`config.mk`:
```
export PLATFORM = sky130hd
export DESIGN_NAME = rx_fc_credit_tracker
export DESIGN_NICKNAME = d
export VERILOG_FILES = /design/src/rtl/rx_fc_pkg.sv /design/src/rtl/rx_fc_regs.sv /design/src/rtl/rx_fc_group.sv /design/src/rtl/rx_fc_credit_tracker.sv
export SDC_FILE = /design/constraint.sdc
export NUM_CORES = 1
export LEC_CHECK = 0
export ABC_CLOCK_PERIOD_IN_PS = 9400
export BUFFER_PORTS_ARGS = -buffer_cell sky130_fd_sc_hd__clkbuf_2
export CAP_MARGIN = 20
export CORE_UTILIZATION = 50
export CTS_CLUSTER_DIAMETER = 200
export DETAILED_ROUTE_END_ITERATION = 10
export GPL_ROUTABILITY_DRIVEN = 0
export GPL_TIMING_DRIVEN = 0
export PLACE_DENSITY = 0.72
export SLEW_MARGIN = 30
export SYNTH_ARGS = -nofsm -noshare
export SYNTH_HDL_FRONTEND = slang
export SYNTH_SLANG_ARGS = --single-unit
export TNS_END_PERCENT = 50
```
`constraint.sdc`:
```
create_clock -name clk -period 9.4 [get_ports clk]
set_clock_uncertainty 0.2 [all_clocks]
set_input_delay 1.41 -clock clk [delete_from_list [all_inputs] [get_ports clk]]
set_output_delay 1.41 -clock clk [all_outputs]
set_load 0.005 [all_outputs]
```
`src/rtl/rx_fc_pkg.sv`:
```
package rx_fc_pkg;
  localparam int DATA_W      = 32;
  localparam int CFG_ADDR    = 0;
  localparam int GRP_BASE    = 4;
  localparam int GRP_STRIDE  = 12;
  localparam int LO_OFS      = 0;
  localparam int HI_OFS      = 4;
  localparam int ALLOC_OFS   = 8;
  localparam int FORCE_BIT   = 31;
  localparam int ALLOC_W     = 16;

  function automatic int grp_reg_addr(int grp, int ofs);
    return GRP_BASE + GRP_STRIDE * grp + ofs;
  endfunction
endpackage

```
`src/rtl/rx_fc_regs.sv`:
```
module rx_fc_regs
  import rx_fc_pkg::*;
#(
  parameter int NUM_GRP = 4,
  parameter int CNT_W   = 8,
  parameter int ADDR_W  = 8
) (
  input  logic                            clk,
  input  logic                            rst_n,
  input  logic                            wr_en,
  input  logic [ADDR_W-1:0]               wr_addr,
  input  logic [DATA_W-1:0]               wr_data,
  output logic                            ctrl_en,
  output logic [NUM_GRP-1:0]              grp_en,
  output logic [NUM_GRP-1:0][CNT_W-1:0]   lo_thr,
  output logic [NUM_GRP-1:0][CNT_W-1:0]   hi_thr,
  output logic [NUM_GRP-1:0]              alloc_we,
  output logic                            alloc_force,
  output logic [ALLOC_W-1:0]              alloc_amt
);
  localparam logic [ADDR_W-1:0] CFG_A = ADDR_W'(CFG_ADDR);

  logic cfg_hit;
  logic unused_data;

  assign cfg_hit     = wr_en && (wr_addr == CFG_A);
  assign alloc_force = wr_data[FORCE_BIT];
  assign alloc_amt   = wr_data[ALLOC_W-1:0];
  assign unused_data = ^wr_data;

  always_ff @(posedge clk or negedge rst_n) begin
    if (!rst_n) begin
      ctrl_en <= 1'b0;
      grp_en  <= '0;
    end else if (cfg_hit) begin
      ctrl_en <= wr_data[0];
      grp_en  <= wr_data[NUM_GRP:1];
    end
  end

  for (genvar g = 0; g < NUM_GRP; g++) begin : g_dec
    localparam logic [ADDR_W-1:0] LO_A = ADDR_W'(grp_reg_addr(g, LO_OFS));
    localparam logic [ADDR_W-1:0] HI_A = ADDR_W'(grp_reg_addr(g, HI_OFS));
    localparam logic [ADDR_W-1:0] AL_A = ADDR_W'(grp_reg_addr(g, ALLOC_OFS));

    logic lo_hit, hi_hit;
    assign lo_hit      = wr_en && (wr_addr == LO_A);
    assign hi_hit      = wr_en && (wr_addr == HI_A);
    assign alloc_we[g] = wr_en && (wr_addr == AL_A);

    always_ff @(posedge clk or negedge rst_n) begin
      if (!rst_n) begin
        lo_thr[g] <= '0;
        hi_thr[g] <= '0;
      end else begin
        if (lo_hit) lo_thr[g] <= wr_data[CNT_W-1:0];
        if (hi_hit) hi_thr[g] <= wr_data[CNT_W-1:0];
      end
    end
  end

  // a single write can reach at most one allocation register
  p_alloc_onehot_r2: assert property (@(posedge clk) disable iff (!rst_n)
    $onehot0(alloc_we));
endmodule

```
`src/rtl/rx_fc_group.sv`:
```
module rx_fc_group
  import rx_fc_pkg::*;
#(
  parameter int CNT_W = 8
) (
  input  logic               clk,
  input  logic               rst_n,
  input  logic               alloc_we,
  input  logic               alloc_force,
  input  logic [ALLOC_W-1:0] alloc_amt,
  input  logic               consume_i,
  input  logic               count_en_i,
  input  logic [CNT_W-1:0]   lo_i,
  input  logic [CNT_W-1:0]   hi_i,
  output logic [CNT_W-1:0]   cnt_o,
  output logic               pause_o
);
  localparam int SUM_W = ((CNT_W > ALLOC_W) ? CNT_W : ALLOC_W) + 1;
  localparam logic [SUM_W-1:0] MAX_S = SUM_W'((1 << CNT_W) - 1);
  localparam logic [CNT_W-1:0] MAX_C = CNT_W'((1 << CNT_W) - 1);

  logic             force_q, force_d;
  logic [CNT_W-1:0] cnt_q, cnt_d;
  logic             pause_q, pause_d;
  logic [SUM_W-1:0] add_s, sum_s, diff_s;
  logic             dec;

  always_comb begin
    force_d = alloc_we ? alloc_force : force_q;
    add_s   = (alloc_we && !alloc_force) ? SUM_W'(alloc_amt) : '0;
    sum_s   = SUM_W'(cnt_q) + add_s;
    dec     = consume_i && count_en_i && !force_d && (sum_s != '0);
    diff_s  = sum_s - SUM_W'(dec);
    if (force_d)             cnt_d = '0;
    else if (diff_s > MAX_S) cnt_d = MAX_C;
    else                     cnt_d = diff_s[CNT_W-1:0];
  end

  always_comb begin
    if (force_d)           pause_d = 1'b0;
    else if (cnt_d < lo_i) pause_d = 1'b1;
    else if (cnt_d >= hi_i) pause_d = 1'b0;
    else                   pause_d = pause_q;
  end

  always_ff @(posedge clk or negedge rst_n) begin
    if (!rst_n) begin
      force_q <= 1'b0;
      cnt_q   <= '0;
      pause_q <= 1'b0;
    end else begin
      force_q <= force_d;
      cnt_q   <= cnt_d;
      pause_q <= pause_d;
    end
  end

  assign cnt_o   = cnt_q;
  assign pause_o = pause_q;

  // adding to a full count keeps it full
  p_no_wrap_r4: assert property (@(posedge clk) disable iff (!rst_n)
    (cnt_q == MAX_C && alloc_we && !alloc_force && !consume_i) |=> cnt_q == MAX_C);
  // an empty count with nothing added stays empty
  p_no_underflow_r5: assert property (@(posedge clk) disable iff (!rst_n)
    (cnt_q == '0 && !alloc_we) |=> cnt_q == '0);
  // a lone consume removes exactly one credit
  p_step_down_r5: assert property (@(posedge clk) disable iff (!rst_n)
    (!alloc_we && consume_i && count_en_i && !force_q && cnt_q != '0)
      |=> cnt_q == $past(cnt_q) - CNT_W'(1));
  // a forced group is parked at zero with no pause
  p_force_park_r8: assert property (@(posedge clk) disable iff (!rst_n)
    force_q |-> (cnt_q == '0 && !pause_q));
  // pause only turns on with the count under the low threshold
  p_pause_rise_r7: assert property (@(posedge clk) disable iff (!rst_n)
    $rose(pause_q) |-> cnt_q < $past(lo_i));
  // pause only turns off at or above the high threshold, or when forced
  p_pause_fall_r7: assert property (@(posedge clk) disable iff (!rst_n)
    $fell(pause_q) |-> (force_q || cnt_q >= $past(hi_i)));
endmodule

```
`src/rtl/rx_fc_credit_tracker.sv`:
```
module rx_fc_credit_tracker
  import rx_fc_pkg::*;
#(
  parameter int NUM_GRP = 4,
  parameter int CNT_W   = 8,
  parameter int ADDR_W  = 8
) (
  input  logic                     clk,
  input  logic                     rst_n,
  input  logic                     wr_en,
  input  logic [ADDR_W-1:0]        wr_addr,
  input  logic [DATA_W-1:0]        wr_data,
  input  logic [NUM_GRP-1:0]       consume,
  output logic [NUM_GRP-1:0]       pause,
  output logic [NUM_GRP*CNT_W-1:0] credits
);
  logic                          ctrl_en;
  logic [NUM_GRP-1:0]            grp_en;
  logic [NUM_GRP-1:0][CNT_W-1:0] lo_thr, hi_thr;
  logic [NUM_GRP-1:0]            alloc_we;
  logic                          alloc_force;
  logic [ALLOC_W-1:0]            alloc_amt;
  logic [NUM_GRP-1:0]            pause_st;

  rx_fc_regs #(.NUM_GRP(NUM_GRP), .CNT_W(CNT_W), .ADDR_W(ADDR_W)) u_regs (
    .clk(clk), .rst_n(rst_n), .wr_en(wr_en), .wr_addr(wr_addr), .wr_data(wr_data),
    .ctrl_en(ctrl_en), .grp_en(grp_en), .lo_thr(lo_thr), .hi_thr(hi_thr),
    .alloc_we(alloc_we), .alloc_force(alloc_force), .alloc_amt(alloc_amt)
  );

  for (genvar g = 0; g < NUM_GRP; g++) begin : g_grp
    rx_fc_group #(.CNT_W(CNT_W)) u_grp (
      .clk(clk), .rst_n(rst_n),
      .alloc_we(alloc_we[g]), .alloc_force(alloc_force), .alloc_amt(alloc_amt),
      .consume_i(consume[g]), .count_en_i(ctrl_en),
      .lo_i(lo_thr[g]), .hi_i(hi_thr[g]),
      .cnt_o(credits[g*CNT_W +: CNT_W]), .pause_o(pause_st[g])
    );

    assign pause[g] = pause_st[g] && ctrl_en && grp_en[g];

    // an output pause needs both enables
    p_pause_gated_r9: assert property (@(posedge clk) disable iff (!rst_n)
      pause[g] |-> (ctrl_en && grp_en[g]));
  end
endmodule

```
==> metrics, run 1 <==
run status complete, no violations; worst min-delay path class flip-flop to flip-flop; CTS tree done; first-pass GRT wire length between 40000 and 50000 um; clk_lat worst skew about 0.36 ns; clock sink total about 110; global router's overall resource usage a little over a quarter; critical path class input pin to flip-flop; clock power share ~22%; Netlist cell types between 80 and 90; R2R depth 32; min cycle time layout slightly above 9 ns; sw frac 38.6%; Max VDD drop about 0.084 mV; DR vias/cell 6.06; CP max FO 7; Power Total about 1.9 mW; max-cap viol count 0; DRT antenna net count 0; Routed wire per std cell 18.7 um; WP depth 37; post-layout worst setup margin 0.216 ns; I/O pin count 83; Max Clock Freq ~110 MHz; Synth Register Bits 109; Worst-path clk slew about 0.08 ns; pre-CTS setup slack -1.40 ns; drt total wl approximately 27000 um; clock buffer depth 2; GRT met3 Usage 4.30%; final hold vios 0; fin crit share between 90% and 100%; met2 usage roughly 44%; Mapped Cells about 1100; router iterations before antenna repair 5; unrepaired setup endpoints after global routing yes; asr flop ratio synth 100%; Most used DFF post-synth dfrtp_1; CP max stage delay around 0.57 ns; Synth Cell Area around 9500 um^2; HPWL reported at the end of detailed placement about 19000 um; Cell Count, Final, Fillers Out approximately 1400; crit path buf inv count 3; Port Buf Inserts 66; area delta synth->final 17.2%; P per Cell Area 170 nW/um^2; syn_nets around 1200; Post-synth EDFFs 0; Setup TNS 0 ns; relative slew slack around 37%; DIE WIDTH between 100 and 150 um; die height between 100 and 150 um; largest net degree at the start of global routing between 60 and 70; sequential share of power 32.1%; Switch Pwr roughly 730 uW; Initial Util 50.9%; worst slew pin tran 0.941 ns; # setup viols final 0; startpoint types input pin; data required time at the worst endpoint around 9.5 ns; Most common cell on crit path a21o_1; cell internal pwr approximately 1.2 mW; grt peak-use layer met2; Seq/Total Area, Yosys about 29%; total vias in the final route around 8700; Crit path max-delay family compound AO/OA/AOI/OAI gates; Num CTS Buffers 9; vias in the first global route ~8000; Final Core Density between 50% and 60%; Hold Path Depth 1; Slowest cell on crit path or4b_4; die area 19500 um^2; CP arrival slightly above 9 ns; Core Rows 50; # hold bufs at CTS 0; synth warn 0; CTS Root Cell clkbuf_16; met1 usage 37.7%; initial DRC count between 600 and 700; ant diodes 0; initial antenna violation count 0; total gr overflow 0; fin. max-slew vios 0; Comb pwr share 45.8%; placed cells 1397; Nets ~1400; share of cells above drive strength 1 ~20%; DRC errors left 0; core footprint approximately 19000 um^2; H-tree levels 3; Lkg Pwr 5.33 nW; CP endpoint kind flip-flop; Mean Syn Cell Area 8.66 um^2
## sequential cells by signal, indices dropped and copies added, names as in the netlist
| name | count |
|---|---|
| g_grp.u_grp.force_q | 4 |
| u_regs.lo_thr | 32 |
| g_grp.u_grp.pause_o | 4 |
| u_regs.ctrl_en | 1 |
| u_regs.grp_en | 4 |
| u_regs.hi_thr | 32 |
| g_grp.u_grp.cnt_o | 32 |
## cell type report
type	count	area, um^2
clock buffers	10	229
plain buffers	35	164
inverters	82	308
clock inverters	5	85.1
well taps	234	293
multi-input cells	863	6680
fillers	1623	7530
repair buffers	101	632
flip-flops and latches	109	2730
## stage by stage
| step | hold WS, ns | cell area, um^2 |
|---|---|---|
| final | 0.308 | 11100 |
| after CTS | 0.310 | 10600 |
| after detailed placement | 0.294 | 10200 |
| after floorplan | 0.273 | 9510 |
| after global routing | 0.313 | 11100 |
| after global placement | 0.285 | 10100 |
## power by group through the flow
stage	registers [mW]	logic [mW]	clock network [mW]
6_report	0.605	0.864	0.417
5_1_grt	0.616	0.967	0.438
4_1_cts	0.602	0.818	0.423
3_5_place_dp	0.611	0.792	0
3_3_place_gp	0.610	0.772	0
2_1_floorplan	0.604	0.557	0
## kinds of logic after synthesis
logic type / after synthesis / synth area share [%]
xor+xnor: 70 / 6.54
compound gates: 284 / 20.0
fa+ha+maj: 104 / 14.0
flops: 109 / 28.7
simple gates: 365 / 20.8
mux: 40 / 4.73
buf+inv: 124 / 5.05
## path summary, 6_finish.rpt
check / start / endpoint / slack [ns]
max: wr_addr[3] / g_grp[2].u_grp.pause_o$_DFFE_PN0P_ / 0.22
max reg2reg: g_grp[2].u_grp.cnt_o[0]$_DFF_PN0_ / g_grp[2].u_grp.pause_o$_DFFE_PN0P_ / 2.20
max in group asynchronous: rst_n / u_regs.lo_thr[5]$_DFFE_PN0P_ / 7.54
min: u_regs.hi_thr[29]$_DFFE_PN0P_ / u_regs.hi_thr[29]$_DFFE_PN0P_ / 0.31
min in group asynchronous: rst_n / g_grp[2].u_grp.cnt_o[1]$_DFF_PN0_ / 0.82
min reg2reg: u_regs.hi_thr[29]$_DFFE_PN0P_ / u_regs.hi_thr[29]$_DFFE_PN0P_ / 0.31
## metal layers
metal	wire [um]	share of wire (%)
met5	0	0
met4	706	2.6
met3	1830	6.8
met2	12400	46
met1	12000	45
## timing repair
action | 4_1_cts | 5_1_grt
endpoints found under the setup margin | 2 | 3
gates cloned | 0 | 1
pin swaps | 7 | 36
gates resized for setup | 17 | 74
buffers inserted | 6 | 27
## cell usage in the layout, fill, tap and decap left out, types with 38 or more instances in the layout
master and n:
a21o_1 47, a21oi_1 65, and2_1 40, clkbuf_2 64
dfrtp_1 109, ha_1 93, inv_1 82, mux2_2 38
nand2_1 87, nor2_1 62, o21ai_0 62, xnor2_1 41
## cell usage after synthesis, drive strengths merged, types with 16 or more instances
| master | n | area share, % |
|---|---|---|
| ha | 100 | 13 |
| dfrtp | 109 | 29 |
| xor2 | 28 | 2.6 |
| o21ai | 64 | 3.4 |
| mux2 | 39 | 4.6 |
| and3 | 16 | 1.1 |
| a211oi | 17 | 1.5 |
| a21o | 48 | 3.8 |
| and2 | 42 | 2.8 |
| nand3 | 31 | 1.6 |
| nor3 | 27 | 1.6 |
| a21oi | 69 | 3.7 |
| inv | 82 | 3.2 |
| xnor2 | 42 | 4.0 |
| nor2 | 67 | 2.8 |
| nand2 | 89 | 3.5 |
| clkbuf | 35 | 1.4 |
Power figures use the tool's default switching activity.
==> inputs of run 2 (changes only) <==
- ABC_AREA: not set -> 1
- RECOVER_POWER: not set -> 100
==> metrics, run 2 <==
run status complete, but fails checks; failing checks max-capacitance violations, max-slew violations; r2r setup slk between 2 and 3 ns; Mapped Cells around 1500; Comb pwr share between 30% and 40%; DR WL met3 1300 um; final instance area roughly 11000 um^2; most common library cells after synthesis 367 x nand2_1, 266 x inv_1, 142 x nor2_1; Max Clock Freq 117 MHz; Synth Cell Area between 9000 and 10000 um^2; H-tree levels 3; core footprint about 19000 um^2; sw frac 35.0%; Most used DFF post-synth dfrtp_1; placed inst area approximately 11000 um^2; R2R depth 44; DRC errors left 0; # setup viols final 0; relative slew slack -113%; Seq/Total Area, Yosys 27.5%; CP endpoint kind flip-flop; initial DRC count around 500; HPWL reported at the end of detailed placement 19300 um; Lkg Pwr approximately 6.1 nW; ant diodes 0; worst min-delay path class flip-flop to flip-flop; Max VDD drop a little over 0.1 mV; startpoint types input pin; Port Buf Inserts between 60 and 70; Setup TNS 0 ns; Post-synth EDFFs 0; total gr overflow 0; critical path launch point wr_addr[5]; leading area contributor after synthesis dfrtp_1; Final Core Density 55.3%; global router's overall resource usage around a quarter; placed cells 1793; final hold vios 0; Cell Count, Final, Fillers Out 1807; cell internal pwr 955 uW; Synth top area share ~27%; synth warn 0; Nets roughly 1700; worst slew pin tran 3.19 ns; Critical R2R Launch g_grp[2].u_grp.cnt_o[0]$_DFF_PN0_; commonest cells after routing, fill and taps aside 370 x nand2_1, 267 x inv_1, 145 x nor2_1; post-layout worst setup margin roughly 0.83 ns; Initial Util approximately half; Switch Pwr between 500 and 600 uW; CTS Root Cell clkbuf_16; sequential share of power 37.4%; DIE WIDTH between 100 and 150 um; fin crit share 91.1%; Worst-path clk slew 0.07 ns; DRT antenna net count 0; CP arrival 8.64 ns; fin. max-slew vios approximately 110; most frequent cell after synthesis nand2_1; CP max stage delay approximately 0.5 ns; first-pass GRT wire length between 40000 and 50000 um; pre-CTS setup slack around 0.30 ns; worst r2r dst g_grp[2].u_grp.pause_o$_DFFE_PN0P_; met2 WL post-DR roughly 11000 um; drt total wl approximately 24000 um; CTS tree done; max layer used met4; clock sink total roughly 110; crit path to g_grp[0].u_grp.pause_o$_DFFE_PN0P_; Slowest cell on crit path nor3_1; largest net degree at the start of global routing 62; synth top area cells dfrtp_1 27%, nand2_1 14%, ha_1 13%, inv_1 10%, nor2_1 5.4%; clock buffer depth 2; max-cap viol count 2; initial antenna violation count 0; die height approximately 140 um; metal1 wirelength between 10000 and 15000 um; data required time at the worst endpoint between 9 and 10 ns; area delta synth->final 8.44%; P per Cell Area ~140 nW/um^2; Mean Syn Cell Area about 6.8 um^2; Netlist cell types 50; clk_lat worst skew 0.35 ns; asr flop ratio synth between 90% and 100%; die area ~20000 um^2; I/O pin count between 80 and 90; worst hold margin roughly 0.29 ns; Synth Register Bits between 100 and 150; router iterations before antenna repair 7; critical path class input pin to flip-flop; Num CTS Buffers 9; commonest non-fill, non-tap cell in the layout nand2_1; syn_nets 1612; Post-CTS Setup Inserts 0; DR vias/cell around 5.1; Core Rows around 50; total vias in the final route between 9000 and 10000; CP max FO 10; min cycle time layout 8.57 ns; Routed wire per std cell between 10 and 15 um; Power Total 1.47 mW; share of cells above drive strength 1 under 10%; unrepaired setup endpoints after global routing no; vias in the first global route approximately 8600; clock power share around 27%
[run 2: cell types whose count changed in the layout (fill, tap and decap cells not counted), sizes merged, moves of 40 or more]
cell / delta
nor2: +102
and2: -41
nand2: +295
buf: -41
nand3: +81
inv: +187
o21ai: +40
a21o: -40
[run 2: how the worst min path moves through the flow]
stage	startpoint	to	slack, ns	cells after the start
after floorplan	u_regs.grp_en[0]$_DFFE_PN0P_	u_regs.grp_en[0]$_DFFE_PN0P_	0.25	2
after global placement	u_regs.grp_en[2]$_DFFE_PN0P_	u_regs.grp_en[2]$_DFFE_PN0P_	0.26	2
after detailed placement	u_regs.hi_thr[29]$_DFFE_PN0P_	u_regs.hi_thr[29]$_DFFE_PN0P_	0.27	2
after CTS	u_regs.hi_thr[10]$_DFFE_PN0P_	u_regs.hi_thr[10]$_DFFE_PN0P_	0.29	2
after global routing	u_regs.lo_thr[21]$_DFFE_PN0P_	u_regs.lo_thr[21]$_DFFE_PN0P_	0.31	2
final	u_regs.hi_thr[18]$_DFFE_PN0P_	u_regs.hi_thr[18]$_DFFE_PN0P_	0.29	2
[run 2: cell type report]
class                      count  area [um^2]
fill                        1926         8700
clock inverter                 4         75.1
clock buffer                  10          229
timing repair buffer          67          300
tap                          265          332
inverter                     271         1020
sequential                   109         2730
buffer                        23         91.3
multi-input combinational   1058         5990
[run 2: power groups by stage]
stage / combinational [mW] / clock (mW) / sequential [mW]
floorplan: 0.377 / 0 / 0.553
global placement: 0.509 / 0 / 0.558
finish: 0.522 / 0.399 / 0.550
detailed placement: 0.528 / 0 / 0.559
global route: 0.611 / 0.425 / 0.555
CTS: 0.535 / 0.405 / 0.550
[run 2: repair_timing]
item,in CTS,in global routing
resized for setup,0,3
setup endpoints to repair,0,1
hold buffers,0,0
[run 2: per-layer routing]
metal | up-vias | GRT usage (%)
met3 | 21 | 2.75
met5 | - | 0
li1 | 4791 | -
met1 | 4257 | 34.7
met2 | 192 | 41.2
met4 | 0 | 6.62
[run 2: logic make-up (layout without fill, tap and decap cells)]
kind of cell,Yosys count,after routing,synth area share [%]
AOI/OAI and AO/OA,173,173,9.65
xor gates and xnor gates,56,56,5.02
and+or+nand+nor,725,725,33.2
adders and majority gates,104,104,13.4
buffers and inverters,294,375,11.3
DFF,109,109,27.5
[run 2: critical path, delay by kind of cell]
kind,cells,cell delay [ns]
buffers and inverters,7,0.91
AND/OR/NAND/NOR,19,3.72
adder cells (fa/ha/maj),4,0.89
AO/OA/AOI/OAI,9,1.55
XOR/XNOR,1,0.15
==> inputs of run 3 (changes only) <==
- RECOVER_POWER: 100 -> not set
==> metrics, run 3 (same netlist as run 2, synthesis figures left out) <==
relative slew slack 42.7%; Routed wire per std cell ~13 um; placed cells 1793; worst min-delay path class flip-flop to flip-flop; initial DRC count approximately 450; HPWL reported at the end of detailed placement 19300 um; clk_lat worst skew 0.36 ns; Nets roughly 1700; Core Rows just over 50; critical path class input pin to flip-flop; Critical R2R Launch g_grp[2].u_grp.cnt_o[0]$_DFF_PN0_; die area around 20000 um^2; Crit path max-delay family simple AND/OR/NAND/NOR gates; commonest non-fill, non-tap cell in the layout nand2_1; Power Total between 1 and 1.5 mW; Num CTS Buffers 9; crit path buf inv count 6; share of cells above drive strength 1 9.79%; clock buffer depth 2; CP arrival about 8.6 ns; Post-CTS Setup Inserts 0; core footprint 19500 um^2; drt total wl 24100 um; fin crit share between 90% and 100%; unrepaired setup endpoints after global routing no; fin. max-slew vios 0; DRC errors left 0; startpoint types input pin; pre-CTS setup slack 0.301 ns; # hold bufs at CTS 0; CP max stage delay 0.30 ns; Max VDD drop around 0.10 mV; CP endpoint kind flip-flop; total vias in the final route roughly 9200; data required time at the worst endpoint approximately 9.5 ns; DRT antenna net count 0; CTS tree done; first-pass GRT wire length 40300 um; Initial Util around half; min cycle time layout about 8.5 ns; Lkg Pwr about 6.3 nW; area delta synth->final 10.2%; DIE WIDTH about 140 um; initial antenna violation count 0; CTS Root Cell clkbuf_16; Final Core Density between 50% and 60%; worst slew pin tran ~0.86 ns; post_cts resized 0; DR vias/cell approximately 5.1; H-tree levels 3; P per Cell Area approximately 140 nW/um^2; ant diodes 0; placed inst area approximately 11000 um^2; I/O pin count 83; Worst-path clk slew around 0.07 ns; # setup viols final 0; Max Clock Freq approximately 120 MHz; worst hold margin ~0.29 ns; max-cap viol count 0; largest net degree at the start of global routing between 60 and 70; Slowest cell on crit path ha_1; final instance area about 11000 um^2; Most common cell on crit path nand2_1; Cell Count, Final, Fillers Out ~1800; Setup TNS 0 ns; Port Buf Inserts 66; die height ~140 um; CP max FO 10; clock sink total 109; vias in the first global route slightly below 9000; global router's overall resource usage ~25%; commonest cells after routing, fill and taps aside 367 x nand2_1, 266 x inv_1, 142 x nor2_1; router iterations before antenna repair 6; final hold vios 0; post-layout worst setup margin 0.932 ns; total gr overflow 0; critical path launch point wr_addr[6]; HP Start u_regs.hi_thr[18]$_DFFE_PN0P_; run status complete, no violations
[run 3: cell types whose count changed in the layout (fill, tap and decap cells not counted), sizes merged]
cell,change
buf,+3
clkbuf,-3
[run 3: layer usage]
metal	vias up	share of wire [%]	GRT usage [%]
met5	-	0	0
met4	0	1.3	6.62
met3	19	5.7	2.75
met2	191	46	41.2
met1	4206	47	34.7
li1	4789	-	-
[run 3: worst register-to-register path, delay by kind of cell (launching register included)]
family	cells	cell delay [ns]
AOI/OAI and AO/OA	10	1.64
adders and majority gates	5	1.33
buffers and inverters	3	0.25
DFF	1	0.39
and+or+nand+nor	26	2.77
[run 3: path summary, 6_finish.rpt]
kind / end / slack, ns / depth (start not counted)
hold reg to reg: u_regs.hi_thr[18]$_DFFE_PN0P_ / 0.29 / 2
hold / removal: u_regs.hi_thr[18]$_DFFE_PN0P_ / 0.29 / 2
setup / recovery: g_grp[2].u_grp.pause_o$_DFFE_PN0P_ / 0.93 / 52
max in group asynchronous: g_grp[0].u_grp.cnt_o[5]$_DFF_PN0_ / 7.56 / 2
setup reg to reg: g_grp[2].u_grp.pause_o$_DFFE_PN0P_ / 2.75 / 44
min in group asynchronous: g_grp[2].u_grp.cnt_o[3]$_DFF_PN0_ / 0.79 / 1
[run 3: power by group]
part	switching [mW]	internal (mW)	leakage, nW	total [mW]
logic	0.317	0.214	4.66	0.531
clock network	0.168	0.231	0.141	0.399
registers	0.0328	0.517	1.48	0.550
[run 3: layout make-up]
class,instances,area (um^2)
Fill cell,1895,8520
Multi-Input combinational cell,1058,6090
Sequential cell,109,2730
Inverter,271,1020
Timing Repair Buffer,67,367
Tap cell,265,332
Clock buffer,10,229
Buffer,23,103
Clock inverter,4,75.1
